<file path="src/rtl/rc_pkg.sv">
package rc_pkg;
   // Position of a block relative to a region trigger
   typedef enum logic [1:0] {
      REL_TRIG = 2'd0,
      REL_PREC = 2'd1,
      REL_SUCC = 2'd2,
      REL_OUT  = 2'd3
   } rel_e;
endpackage

</file>
<file path="src/rtl/rc_locate.sv">
// Classifies a probe block against a trigger block and gives the bit index.
module rc_locate
   import rc_pkg::*;
#(
   parameter int BW   = 26,
   parameter int PREC = 4,
   parameter int SUCC = 8,
   parameter int IW   = 4
) (
   input  logic [BW-1:0] base_blk,
   input  logic [BW-1:0] probe_blk,
   output rel_e          rel,
   output logic [IW-1:0] idx
);
   logic [BW-1:0] up_dist;
   logic [BW-1:0] dn_dist;

   always_comb begin
      up_dist = probe_blk - base_blk;
      dn_dist = base_blk - probe_blk;
      rel     = REL_OUT;
      idx     = '0;
      if (probe_blk == base_blk) begin
         rel = REL_TRIG;
      end else if (up_dist <= BW'(SUCC)) begin
         rel = REL_SUCC;
         idx = IW'(up_dist - BW'(1));
      end else if (dn_dist <= BW'(PREC)) begin
         rel = REL_PREC;
         idx = IW'(dn_dist - BW'(1));
      end
   end
endmodule

</file>
<file path="src/rtl/rc_spatial.sv">
// Holds the open region record and answers coverage queries.
module rc_spatial
   import rc_pkg::*;
#(
   parameter int BW   = 26,
   parameter int PREC = 4,
   parameter int SUCC = 8
) (
   input  logic            clk,
   input  logic            rst_n,
   input  logic            acc,
   input  logic [BW-1:0]   ret_blk,
   input  logic [BW-1:0]   qry_blk,
   output logic            open_vld,
   output logic [BW-1:0]   cur_trig,
   output logic [PREC-1:0] cur_prec,
   output logic [SUCC-1:0] cur_succ,
   output logic            close,
   output logic            qry_hit
);
   localparam int MAXW = (PREC > SUCC) ? PREC : SUCC;
   localparam int IW   = $clog2(MAXW + 1);

   rel_e          rel_r, rel_q;
   logic [IW-1:0] idx_r, idx_q;

   rc_locate #(.BW(BW), .PREC(PREC), .SUCC(SUCC), .IW(IW)) u_loc_ret (
      .base_blk (cur_trig),
      .probe_blk(ret_blk),
      .rel      (rel_r),
      .idx      (idx_r)
   );

   rc_locate #(.BW(BW), .PREC(PREC), .SUCC(SUCC), .IW(IW)) u_loc_qry (
      .base_blk (cur_trig),
      .probe_blk(qry_blk),
      .rel      (rel_q),
      .idx      (idx_q)
   );

   assign close = acc && open_vld && (rel_r == REL_OUT);

   always_ff @(posedge clk) begin
      if (!rst_n) begin
         open_vld <= 1'b0;
         cur_trig <= '0;
         cur_prec <= '0;
         cur_succ <= '0;
      end else if (acc) begin
         if (!open_vld || rel_r == REL_OUT) begin
            open_vld <= 1'b1;
            cur_trig <= ret_blk;
            cur_prec <= '0;
            cur_succ <= '0;
         end else begin
            unique case (rel_r)
               REL_PREC: begin
                  for (int i = 0; i < PREC; i++)
                     if (idx_r == IW'(i)) cur_prec[i] <= 1'b1;
               end
               REL_SUCC: begin
                  for (int i = 0; i < SUCC; i++)
                     if (idx_r == IW'(i)) cur_succ[i] <= 1'b1;
               end
               default: ;
            endcase
         end
      end
   end

   always_comb begin
      qry_hit = 1'b0;
      unique case (rel_q)
         REL_TRIG: qry_hit = open_vld;
         REL_PREC: begin
            for (int i = 0; i < PREC; i++)
               if (idx_q == IW'(i)) qry_hit = open_vld & cur_prec[i];
         end
         REL_SUCC: begin
            for (int i = 0; i < SUCC; i++)
               if (idx_q == IW'(i)) qry_hit = open_vld & cur_succ[i];
         end
         default: qry_hit = 1'b0;
      endcase
   end
endmodule

</file>
<file path="src/rtl/rc_recent.sv">
// Recency list of closed records; entry 0 is the most recent.
module rc_recent #(
   parameter int BW    = 26,
   parameter int PREC  = 4,
   parameter int SUCC  = 8,
   parameter int DEPTH = 4
) (
   input  logic            clk,
   input  logic            rst_n,
   input  logic            ins,
   input  logic [BW-1:0]   in_trig,
   input  logic [PREC-1:0] in_prec,
   input  logic [SUCC-1:0] in_succ,
   output logic            is_new
);
   logic [DEPTH-1:0] match;
   logic [DEPTH-1:0] shift;

   always_comb begin
      for (int i = 0; i < DEPTH; i++) begin
         shift[i] = ~|match;
         for (int j = i; j < DEPTH; j++)
            if (match[j]) shift[i] = 1'b1;
      end
   end

   assign is_new = ~|match;

   for (genvar g = 0; g < DEPTH; g++) begin : g_ent
      logic            vld;
      logic [BW-1:0]   trig;
      logic [PREC-1:0] prec;
      logic [SUCC-1:0] succ;

      assign match[g] = vld && (trig == in_trig) && (prec == in_prec) && (succ == in_succ);

      if (g == 0) begin : g_head
         always_ff @(posedge clk) begin
            if (!rst_n) begin
               vld  <= 1'b0;
               trig <= '0;
               prec <= '0;
               succ <= '0;
            end else if (ins) begin
               vld  <= 1'b1;
               trig <= in_trig;
               prec <= in_prec;
               succ <= in_succ;
            end
         end
      end else begin : g_body
         always_ff @(posedge clk) begin
            if (!rst_n) begin
               vld  <= 1'b0;
               trig <= '0;
               prec <= '0;
               succ <= '0;
            end else if (ins && shift[g]) begin
               vld  <= g_ent[g-1].vld;
               trig <= g_ent[g-1].trig;
               prec <= g_ent[g-1].prec;
               succ <= g_ent[g-1].succ;
            end
         end
      end
   end
endmodule

</file>
<file path="src/rtl/rc_compactor.sv">
module rc_compactor #(
   parameter int ADDR_W  = 32,
   parameter int BLK_LOG = 6,
   parameter int PREC    = 4,
   parameter int SUCC    = 8,
   parameter int DEPTH   = 4
) (
   input  logic                      clk,
   input  logic                      rst_n,
   input  logic                      ret_valid,
   output logic                      ret_ready,
   input  logic [ADDR_W-1:0]         ret_addr,
   output logic                      out_valid,
   input  logic                      out_ready,
   output logic [ADDR_W-BLK_LOG-1:0] out_trig,
   output logic [PREC-1:0]           out_prec,
   output logic [SUCC-1:0]           out_succ,
   input  logic [ADDR_W-1:0]         qry_addr,
   output logic                      qry_hit
);
   localparam int BW = ADDR_W - BLK_LOG;

   if (BLK_LOG < 0 || BLK_LOG >= ADDR_W) begin : g_bad_blk
      $error("rc_compactor: BLK_LOG must lie in [0, ADDR_W)");
   end
   if (PREC < 1 || SUCC < 1) begin : g_bad_vec
      $error("rc_compactor: PREC and SUCC must be at least 1");
   end
   if (DEPTH < 1) begin : g_bad_depth
      $error("rc_compactor: DEPTH must be at least 1");
   end

   logic [BW-1:0]   ret_blk, qry_blk;
   logic            acc, close, is_new, emit, open_vld;
   logic [BW-1:0]   cur_trig;
   logic [PREC-1:0] cur_prec;
   logic [SUCC-1:0] cur_succ;

   assign ret_blk   = BW'(ret_addr >> BLK_LOG);
   assign qry_blk   = BW'(qry_addr >> BLK_LOG);
   assign ret_ready = !out_valid || out_ready;
   assign acc       = ret_valid && ret_ready;
   assign emit      = close && is_new;

   rc_spatial #(.BW(BW), .PREC(PREC), .SUCC(SUCC)) u_spatial (
      .clk     (clk),
      .rst_n   (rst_n),
      .acc     (acc),
      .ret_blk (ret_blk),
      .qry_blk (qry_blk),
      .open_vld(open_vld),
      .cur_trig(cur_trig),
      .cur_prec(cur_prec),
      .cur_succ(cur_succ),
      .close   (close),
      .qry_hit (qry_hit)
   );

   rc_recent #(.BW(BW), .PREC(PREC), .SUCC(SUCC), .DEPTH(DEPTH)) u_recent (
      .clk    (clk),
      .rst_n  (rst_n),
      .ins    (close),
      .in_trig(cur_trig),
      .in_prec(cur_prec),
      .in_succ(cur_succ),
      .is_new (is_new)
   );

   always_ff @(posedge clk) begin
      if (!rst_n) begin
         out_valid <= 1'b0;
         out_trig  <= '0;
         out_prec  <= '0;
         out_succ  <= '0;
      end else if (emit) begin
         out_valid <= 1'b1;
         out_trig  <= cur_trig;
         out_prec  <= cur_prec;
         out_succ  <= cur_succ;
      end else if (out_ready) begin
         out_valid <= 1'b0;
      end
   end
endmodule

</file>
<file path="config.mk">
export PLATFORM = sky130hd
export DESIGN_NAME = rc_compactor
export DESIGN_NICKNAME = d
export VERILOG_FILES = /design/src/rtl/rc_pkg.sv /design/src/rtl/rc_locate.sv /design/src/rtl/rc_spatial.sv /design/src/rtl/rc_recent.sv /design/src/rtl/rc_compactor.sv
export SDC_FILE = /design/constraint.sdc
export NUM_CORES = 1
export LEC_CHECK = 0
export BUFFER_PORTS_ARGS = -buffer_cell sky130_fd_sc_hd__buf_2
export CELL_PAD_IN_SITES_DETAIL_PLACEMENT = 1
export CELL_PAD_IN_SITES_GLOBAL_PLACEMENT = 1
export CORE_MARGIN = 5
export CORE_UTILIZATION = 40
export DETAILED_ROUTE_END_ITERATION = 10
export GPL_TIMING_DRIVEN = 0
export PLACE_DENSITY_LB_ADDON = 0.1
export SLEW_MARGIN = 20
export SYNTH_ARGS = -nofsm -noshare
export SYNTH_HDL_FRONTEND = slang
export SYNTH_SLANG_ARGS = --single-unit
</file>
<file path="constraint.sdc">
create_clock -name clk -period 6.15 [get_ports clk]
set_input_delay 0.615 -clock clk [delete_from_list [all_inputs] [get_ports clk]]
set_output_delay 0.615 -clock clk [all_outputs]
set_load 0.01 [all_outputs]
</file>
==> results of run 1 <==
[worst max-delay path, stage by stage (launching register included)]
cell      delay, ps
dfxtp_1         480
clkbuf_4        340
inv_1           180
ha_1            280
a21oi_1         280
o21ai_2         190
a221oi_4        330
xor2_1          300
o2111a_1        280
nand4_1          90
or4b_1          620
or3_1           450
a31o_2          300
mux2i_1         130
o21a_1          200
a21oi_1         180
o21ai_1          70
buf_2           140
[area by class of cell]
cell class,instances,area (µm²)
clock inverter,18,254.0
clock buffer,35,788.3
inverter,117,442.9
fill,5610,24300
timing repair buffer,101,520.5
buffer,156,752.0
tap,600,750.7
multi-input combinational,1834,12590
sequential,234,4687
[Yosys cell counts, types with 13 or more instances]
cell type,number
clkbuf_1,106
o211ai_1,23
nand3_1,110
and3_1,15
dfxtp_1,234
nand2b_1,13
nor2_1,237
and2_1,14
nor2b_1,13
nor4_1,40
xnor2_1,83
inv_1,115
a21o_1,29
o21a_1,19
o21ai_1,30
a221oi_1,13
a21oi_1,135
xor2_1,115
a211oi_1,20
a31oi_1,18
mux2i_1,160
nand4_1,55
or3_1,13
ha_1,106
o21bai_1,16
buf_2,32
nand2_1,197
o21ai_0,131
nor3_1,39
[placed cells by master (no fill, tap or decap), types with 11 or more instances in the layout]
cell | Yosys | layout
a21oi_1 | 135 | 132
nand2_1 | 197 | 197
o21ai_0 | 131 | 125
inv_1 | 115 | 114
xor2_1 | 115 | 114
or3_1 | 13 | 13
a31oi_1 | 18 | 17
nor3_1 | 39 | 37
and2_1 | 14 | 14
buf_4 | 5 | 12
o21bai_1 | 16 | 16
buf_2 | 32 | 128
mux2i_1 | 160 | 159
o21ai_1 | 30 | 28
o21a_1 | 19 | 19
o211ai_1 | 23 | 23
clkbuf_16 | 0 | 29
dfxtp_1 | 234 | 232
clkbuf_2 | 0 | 15
nor2b_1 | 13 | 13
and3_1 | 15 | 15
nor2_1 | 237 | 236
a211oi_1 | 20 | 19
xnor2_1 | 83 | 81
a21o_1 | 29 | 29
nand4_1 | 55 | 55
nand2b_1 | 13 | 13
clkbuf_1 | 106 | 77
buf_1 | 11 | 11
ha_1 | 106 | 106
nand3_1 | 110 | 110
clkbuf_4 | 0 | 11
nor4_1 | 40 | 36
and4_1 | 11 | 11
a221oi_1 | 13 | 12
[sequential cells by signal, summed over array words and instances (netlist names)]
signal,count
u_recent.g_ent.trig,104
u_recent.g_ent.succ,32
out_trig,26
u_spatial.cur_trig,26
u_recent.g_ent.prec,16
out_succ,8
u_spatial.cur_succ,8
out_prec,4
u_recent.g_ent.vld,4
u_spatial.cur_prec,4
out_valid,1
u_spatial.open_vld,1
[worst max-delay path by stage]
stage | end | start | depth (start not counted)
5_1_grt | qry_hit | u_spatial.cur_trig[5] | 17
6_report | qry_hit | u_spatial.cur_trig[12] | 17
3_5_place_dp | qry_hit | u_spatial.cur_trig[0] | 17
3_3_place_gp | qry_hit | u_spatial.cur_trig[0] | 17
4_1_cts | qry_hit | u_spatial.cur_trig[5] | 17
2_1_floorplan | qry_hit | u_spatial.cur_trig[1] | 16
[metrics by stage]
| step | util [%] | setup TNS [ps] | hold slack (ps) |
|---|---|---|---|
| floorplan | - | 0 | 428.7 |
| global placement | 42.88 | -22070 | 448.6 |
| detailed placement | 42.88 | -18490 | 458.1 |
| CTS | 45.77 | 0 | 263.3 |
| global route | 46.10 | -127.8 | 287.0 |
| finish | 46.10 | 0 | 282.3 |
[per-layer routing]
layer | part of all wire (%) | GRT usage [%] | vias to the layer above
met5 | 0 | 0 | -
met4 | 5.8 | 15.42 | 0
met3 | 4.0 | 2.431 | 139
met2 | 48 | 54.30 | 484
met1 | 42 | 38.80 | 9076
li1 | - | - | 8614
[report_power, final]
group	switching, mW	internal (mW)
registers	0.0293	1.54
logic	0.990	0.478
clock network	0.744	1.13
total	1.76	3.15
[timing repair]
action	in CTS	in global routing
gates resized for setup	73	36
pin swaps	3	3
hold buffers	0	0
gates cloned	0	0
setup buffers	4	2
endpoints found under the setup margin	106	24
[logic make-up after synthesis]
group,synth area share [%]
mux,9.154
xor+xnor,9.576
simple gates,21.77
compound gates,19.74
fa+ha+maj,7.766
buf+inv,6.128
flops,25.87
==> results.yml, run 1 <==
critical_path:
  crit_type: "reg2out"
  timing.rr.end: "u_recent.g_ent[1].prec[0]"
  worstSetupEndpointType: "output port"
  crit_required_ps: 5530
  r2r_cells: 18
  critPathMaxFanout: 8
  arrival_ps: 5450
  worstReg2RegStart: "u_spatial.cur_trig[1]"
  reg2reg_slack_ps: 260
  startpoint_type: "flop"
worst_hold_path:
  min_from: "ret_addr[16]"
  holdPathStages: 3
  holdPathEnd: "u_spatial.cur_trig[10]"
  hp-class: "in2reg"
sta:
  tightest_slew_ps: 1111
  relSlewSlack_pct: 25.24
  clock.fmax_mhz: 164.9
  min_period_over_period_pct: 98.61
  finalCriticalPeriod_ps: 6065
  setup_viol: 0
  fin_skew_ps: 51.94
  worst_slack_ps: 85.43
  grt_setup_unrepaired: "true"
  hold_viol_final: 0
  drv_slew: 0
global_route:
  antenna_found_initial: 0
  grt_usage_pct: 31.18
  grt_pass1_vias: 18790
  grt_overflow_total: 0
  grt_pass1_wl_um: 119100
  grt_max_degree: 16
logic_synthesis:
  yosysSeqAreaShare_pct: 25.87
  yosysTopAreaCell: "dfxtp_1"
  synthCells: 2342
  synth_seq_cells: 234
  syn_nets: 2520
  synth-edff-count: 0
  async_flop_share_pct: 0
  synth_top_area_share_pct: 25.87
  synthTopCellsByArea: "dfxtp_1 (26%), mux2i_1 (8.8%), ha_1 (7.3%), xor2_1 (5.6%), nor2_1 (4.9%)"
  ys_warn_count: 0
  netlist_area_um2: 18110
  synth_cell_types: 90
  synthFlopType: "dfxtp_1"
  synth_area_per_cell_um2: 7.733
detailed_routing:
  initialDrtViolationCount: 1149
  drc_errors: 0
  drtPass1Iterations: 5
  via_per_inst: 5.917
  wirelength_um: 80670
  vias: 18310
  wl_per_cell_um: 26.06
  final_antenna_net_count: 0
floorplanning:
  rows: 78
  core_um2: 45090
  io_pins: 109
  die_x_um: 222.8
  die_area_um2: 49630
  initial_utilization_pct: 40.17
  die_h_um: 222.8
cts:
  cts_inserted_buffers: 29
  htreeDepth: 1
  clkLatencyLatePin_ps: 610
  clock_path_buffers: 3
  clock-sinks: 234
  cts_root_buf: "clkbuf_16"
  cts_tree: "yes"
  clk_pin_slew_ps: 60
placed_design:
  globalplace.congestion: 0.9641
  pre_cts_ws_ps: -1002
  placed_cells: 3037
  dp_hpwl_um: 66830
  postPlaceCellArea_um2: 19340
  port_buffers: 95
power_and_ir_drop:
  power_mw: 4.914
  ir_drop_v: 0.0002699
  power_leakage_nw: 8.861
  power_density_nw_per_um2: 236.4
run:
  maxCapViolations: 0
layout:
  area_growth_pct: 14.78
  drive_gt1_share_pct: 11.86
  finalNetCount: 2651
  design_area_um2: 20790
  insertedDiodeCount: 0
  layout.cells.non_filler: 3095
status:
  status: "complete, no violations"
(Power assumes the default switching activity.)
==> run 2, diff against run 1 <==
--- a/config.mk
+++ b/config.mk
@@ -16,4 +16,5 @@
 export SLEW_MARGIN = 20
 export SYNTH_ARGS = -nofsm -noshare
 export SYNTH_HDL_FRONTEND = slang
+export SYNTH_HIERARCHICAL = 1
 export SYNTH_SLANG_ARGS = --single-unit
==> run 2 against run 1 <==
- routed wire length down 11%
- the run now ends with setup timing left
- area after synthesis shrank 3.3%
- count of clock-buffer cells in the layout rose by 5
- sequential cell count did not move
- largest cell class unchanged
- critical path depth up 1
- core utilization grew 1.0 points
- critical endpoint unchanged
- largest power group unchanged
- total power down 6.2%
- register-to-register slack worse by 90 ps
- synthesized cell count down 5.8%
==> results.yml, run 2 <==
logic_synthesis:
  async_flop_share_pct: 0
  synthCells: 2205
  syn_nets: 2383
  yosysMostFrequentCell: "nand2_1"
  synth-edff-count: 0
  ys_warn_count: 6
  synth_top_area_share_pct: 26.75
  synth_adder_area_share_pct: 8.030
  yosysTopAreaCell: "dfxtp_1"
  synth_common_cells: "nand2_1 (339), dfxtp_1 (234), mux2i_1 (163), xor2_1 (156), inv_1 (126)"
  synthXorXnorAreaFrac_pct: 11.15
  synth_top_family_by_area: "simple AND/OR/NAND/NOR gates"
  synthTopCellsByArea: "dfxtp_1 (27%), mux2i_1 (9.3%), xor2_1 (7.8%), ha_1 (7.6%), nand2_1 (7.3%)"
  synth_cell_types: 86
  synth_seq_cells: 234
  synth_area_per_cell_um2: 7.942
  synth-simple-area-share_pct: 20.68
  netlist_area_um2: 17510
  synth_compound_area_share_pct: 16.27
  synthFlopType: "dfxtp_1"
  yosysSeqAreaShare_pct: 26.75
  synth_mux_area_share_pct: 9.766
critical_path:
  worstSetupEndpointType: "output port"
  arrival_ps: 5570
  endpoint: "qry_hit"
  worstReg2RegStart: "u_spatial/cur_trig[11]"
  critPathMaxFanout: 5
  timing.rr.end: "u_recent/g_ent[0].trig[24]"
  crit_required_ps: 5530
  r2r_cells: 21
  reg2reg_slack_ps: 170
  startpoint_type: "flop"
  crit_type: "reg2out"
  startpoint: "u_spatial/cur_trig[3]"
floorplanning:
  die_h_um: 219.2
  io_pins: 109
  core_um2: 43170
  rows: 76
  die_x_um: 219.2
  die_area_um2: 48070
  initial_utilization_pct: 40.57
detailed_routing:
  wirelength_um: 71830
  vias: 16840
  wl_per_cell_um: 24.19
  drtPass1Iterations: 5
  drc_errors: 0
  via_per_inst: 5.673
  final_antenna_net_count: 0
  initialDrtViolationCount: 1008
sta:
  hold_viol_final: 0
  fin_skew_ps: 21.26
  finalSetupTns_ps: -34.61
  min_period_over_period_pct: 100.6
  grt_setup_unrepaired: "true"
  clock.fmax_mhz: 161.7
  tightest_slew_ps: 1160
  worst_slack_ps: -34.61
  drv_slew: 0
  setup_viol: 1
  relSlewSlack_pct: 22.48
  finalCriticalPeriod_ps: 6185
  holdWs_ps: 310.5
global_route:
  grt_usage_pct: 29.11
  grt_max_degree: 14
  antenna_found_initial: 0
  grt_pass1_vias: 17300
  grt_pass1_wl_um: 107400
  grt_overflow_total: 0
cts:
  cts_tree: "yes"
  hold_buffers: 0
  cts_inserted_buffers: 29
  clock-sinks: 234
  htreeDepth: 1
  cts_root_buf: "clkbuf_16"
  clock_path_buffers: 3
  clk_pin_slew_ps: 60
  clkLatencyLatePin_ps: 570
layout:
  final_common_cell: "nand2_1"
  drive_gt1_share_pct: 15.27
  top_regs: "u_recent/g_ent.trig (104), u_recent/g_ent.succ (32)"
  top_register: "u_recent/g_ent.trig"
  largest_reg_flops: 104
  area_growth_pct: 16.12
  layout.cells.non_filler: 2969
  finalNetCount: 2541
  fillCellCount: 5338
  final_cell_mix: "nand2_1 (338), dfxtp_1 (212), mux2i_1 (162)"
  design_area_um2: 20340
power_and_ir_drop:
  power_density_nw_per_um2: 226.7
  power_mw: 4.611
  power_leakage_nw: 9.001
  ir_drop_v: 0.0002822
worst_hold_path:
  holdPathStages: 3
  hp-class: "in2reg"
run:
  maxCapViolations: 0
placed_design:
  postPlaceCellArea_um2: 18730
  dp_hpwl_um: 55560
  placed_cells: 2886
  globalplace.congestion: 0.9468
  port_buffers: 95
status:
  status: "complete, but fails checks"
  violations: "setup timing"
[run 2: power breakdown]
part	internal, mW	switching [mW]
registers	1.54	0.0526
clock network	1.13	0.702
logic	0.430	0.758
[run 2: what timing repair did]
item / CTS / global route
gates cloned: 0 / 0
endpoints found under the setup margin: 162 / 63
pin swaps: 13 / 6
resized for setup: 89 / 21
buffers inserted: 27 / 8
[run 2: layout make-up]
type                            count  area [µm²]  area share, %
Multi-Input combinational cell   1688       11800          58.03
Sequential cell                   234        4740          23.31
Buffer                            153       824.5          4.054
Clock buffer                       40       817.0          4.017
Timing Repair Buffer              131       749.5          3.685
Tap cell                          585       732.0          3.599
Inverter                          126       476.7          2.344
Clock inverter                     11       193.9         0.9536
Antenna cell                        1       2.502        0.01230
[run 2: logic make-up (layout without fill, tap and decap cells)]
family,count (synthesis),count (layout)
adder cells (fa/ha/maj),110,110
other,0,1
buffers and inverters,283,461
XOR/XNOR,223,223
multiplexers,169,169
AO/OA/AOI/OAI,441,441
AND/OR/NAND/NOR,745,745
flip-flops,234,234
[run 2: how the worst min path moves through the flow]
stage	from	to	slack, ps
2_1_floorplan	u_recent/g_ent[3].vld	u_recent/g_ent[3].vld	440
3_3_place_gp	out_trig[8]	out_trig[8]	440
3_5_place_dp	out_trig[24]	out_trig[24]	440
4_1_cts	ret_addr[25]	u_spatial/cur_trig[19]	300
5_1_grt	ret_addr[25]	u_spatial/cur_trig[19]	300
6_report	ret_addr[25]	u_spatial/cur_trig[19]	310
[run 2: worst max-delay path: stages, from the launching register on]
cell	delay (ps)
dfxtp_4	410
inv_2	60
ha_4	210
buf_6	120
a21o_1	150
a21oi_2	200
nand2_2	120
xor2_1	160
or4_4	510
or4_4	530
or4_4	550
or4_4	510
nor2b_4	160
nor3b_2	170
buf_4	170
mux4_2	510
mux2i_2	180
o32ai_2	120
buf_2	160
[run 2: metal layers]
| layer | track usage (%) | up-vias | part of all wire, % |
|---|---|---|---|
| met4 | 9.734 | 0 | 3.8 |
| met2 | 50.41 | 383 | 48 |
| met1 | 38.39 | 8401 | 45 |
| met5 | 0 | - | 0 |
| li1 | - | 7958 | - |
| met3 | 2.290 | 100 | 3.4 |
[run 2: metrics by stage]
stage          worst slack (ps)  util [%]
3_3_place_gp              -1185     43.36
3_5_place_dp              -1390     43.40
5_1_grt                  -124.9     47.10
2_1_floorplan             610.4         -
6_report                 -34.61     47.11
4_1_cts                   3.857     46.84
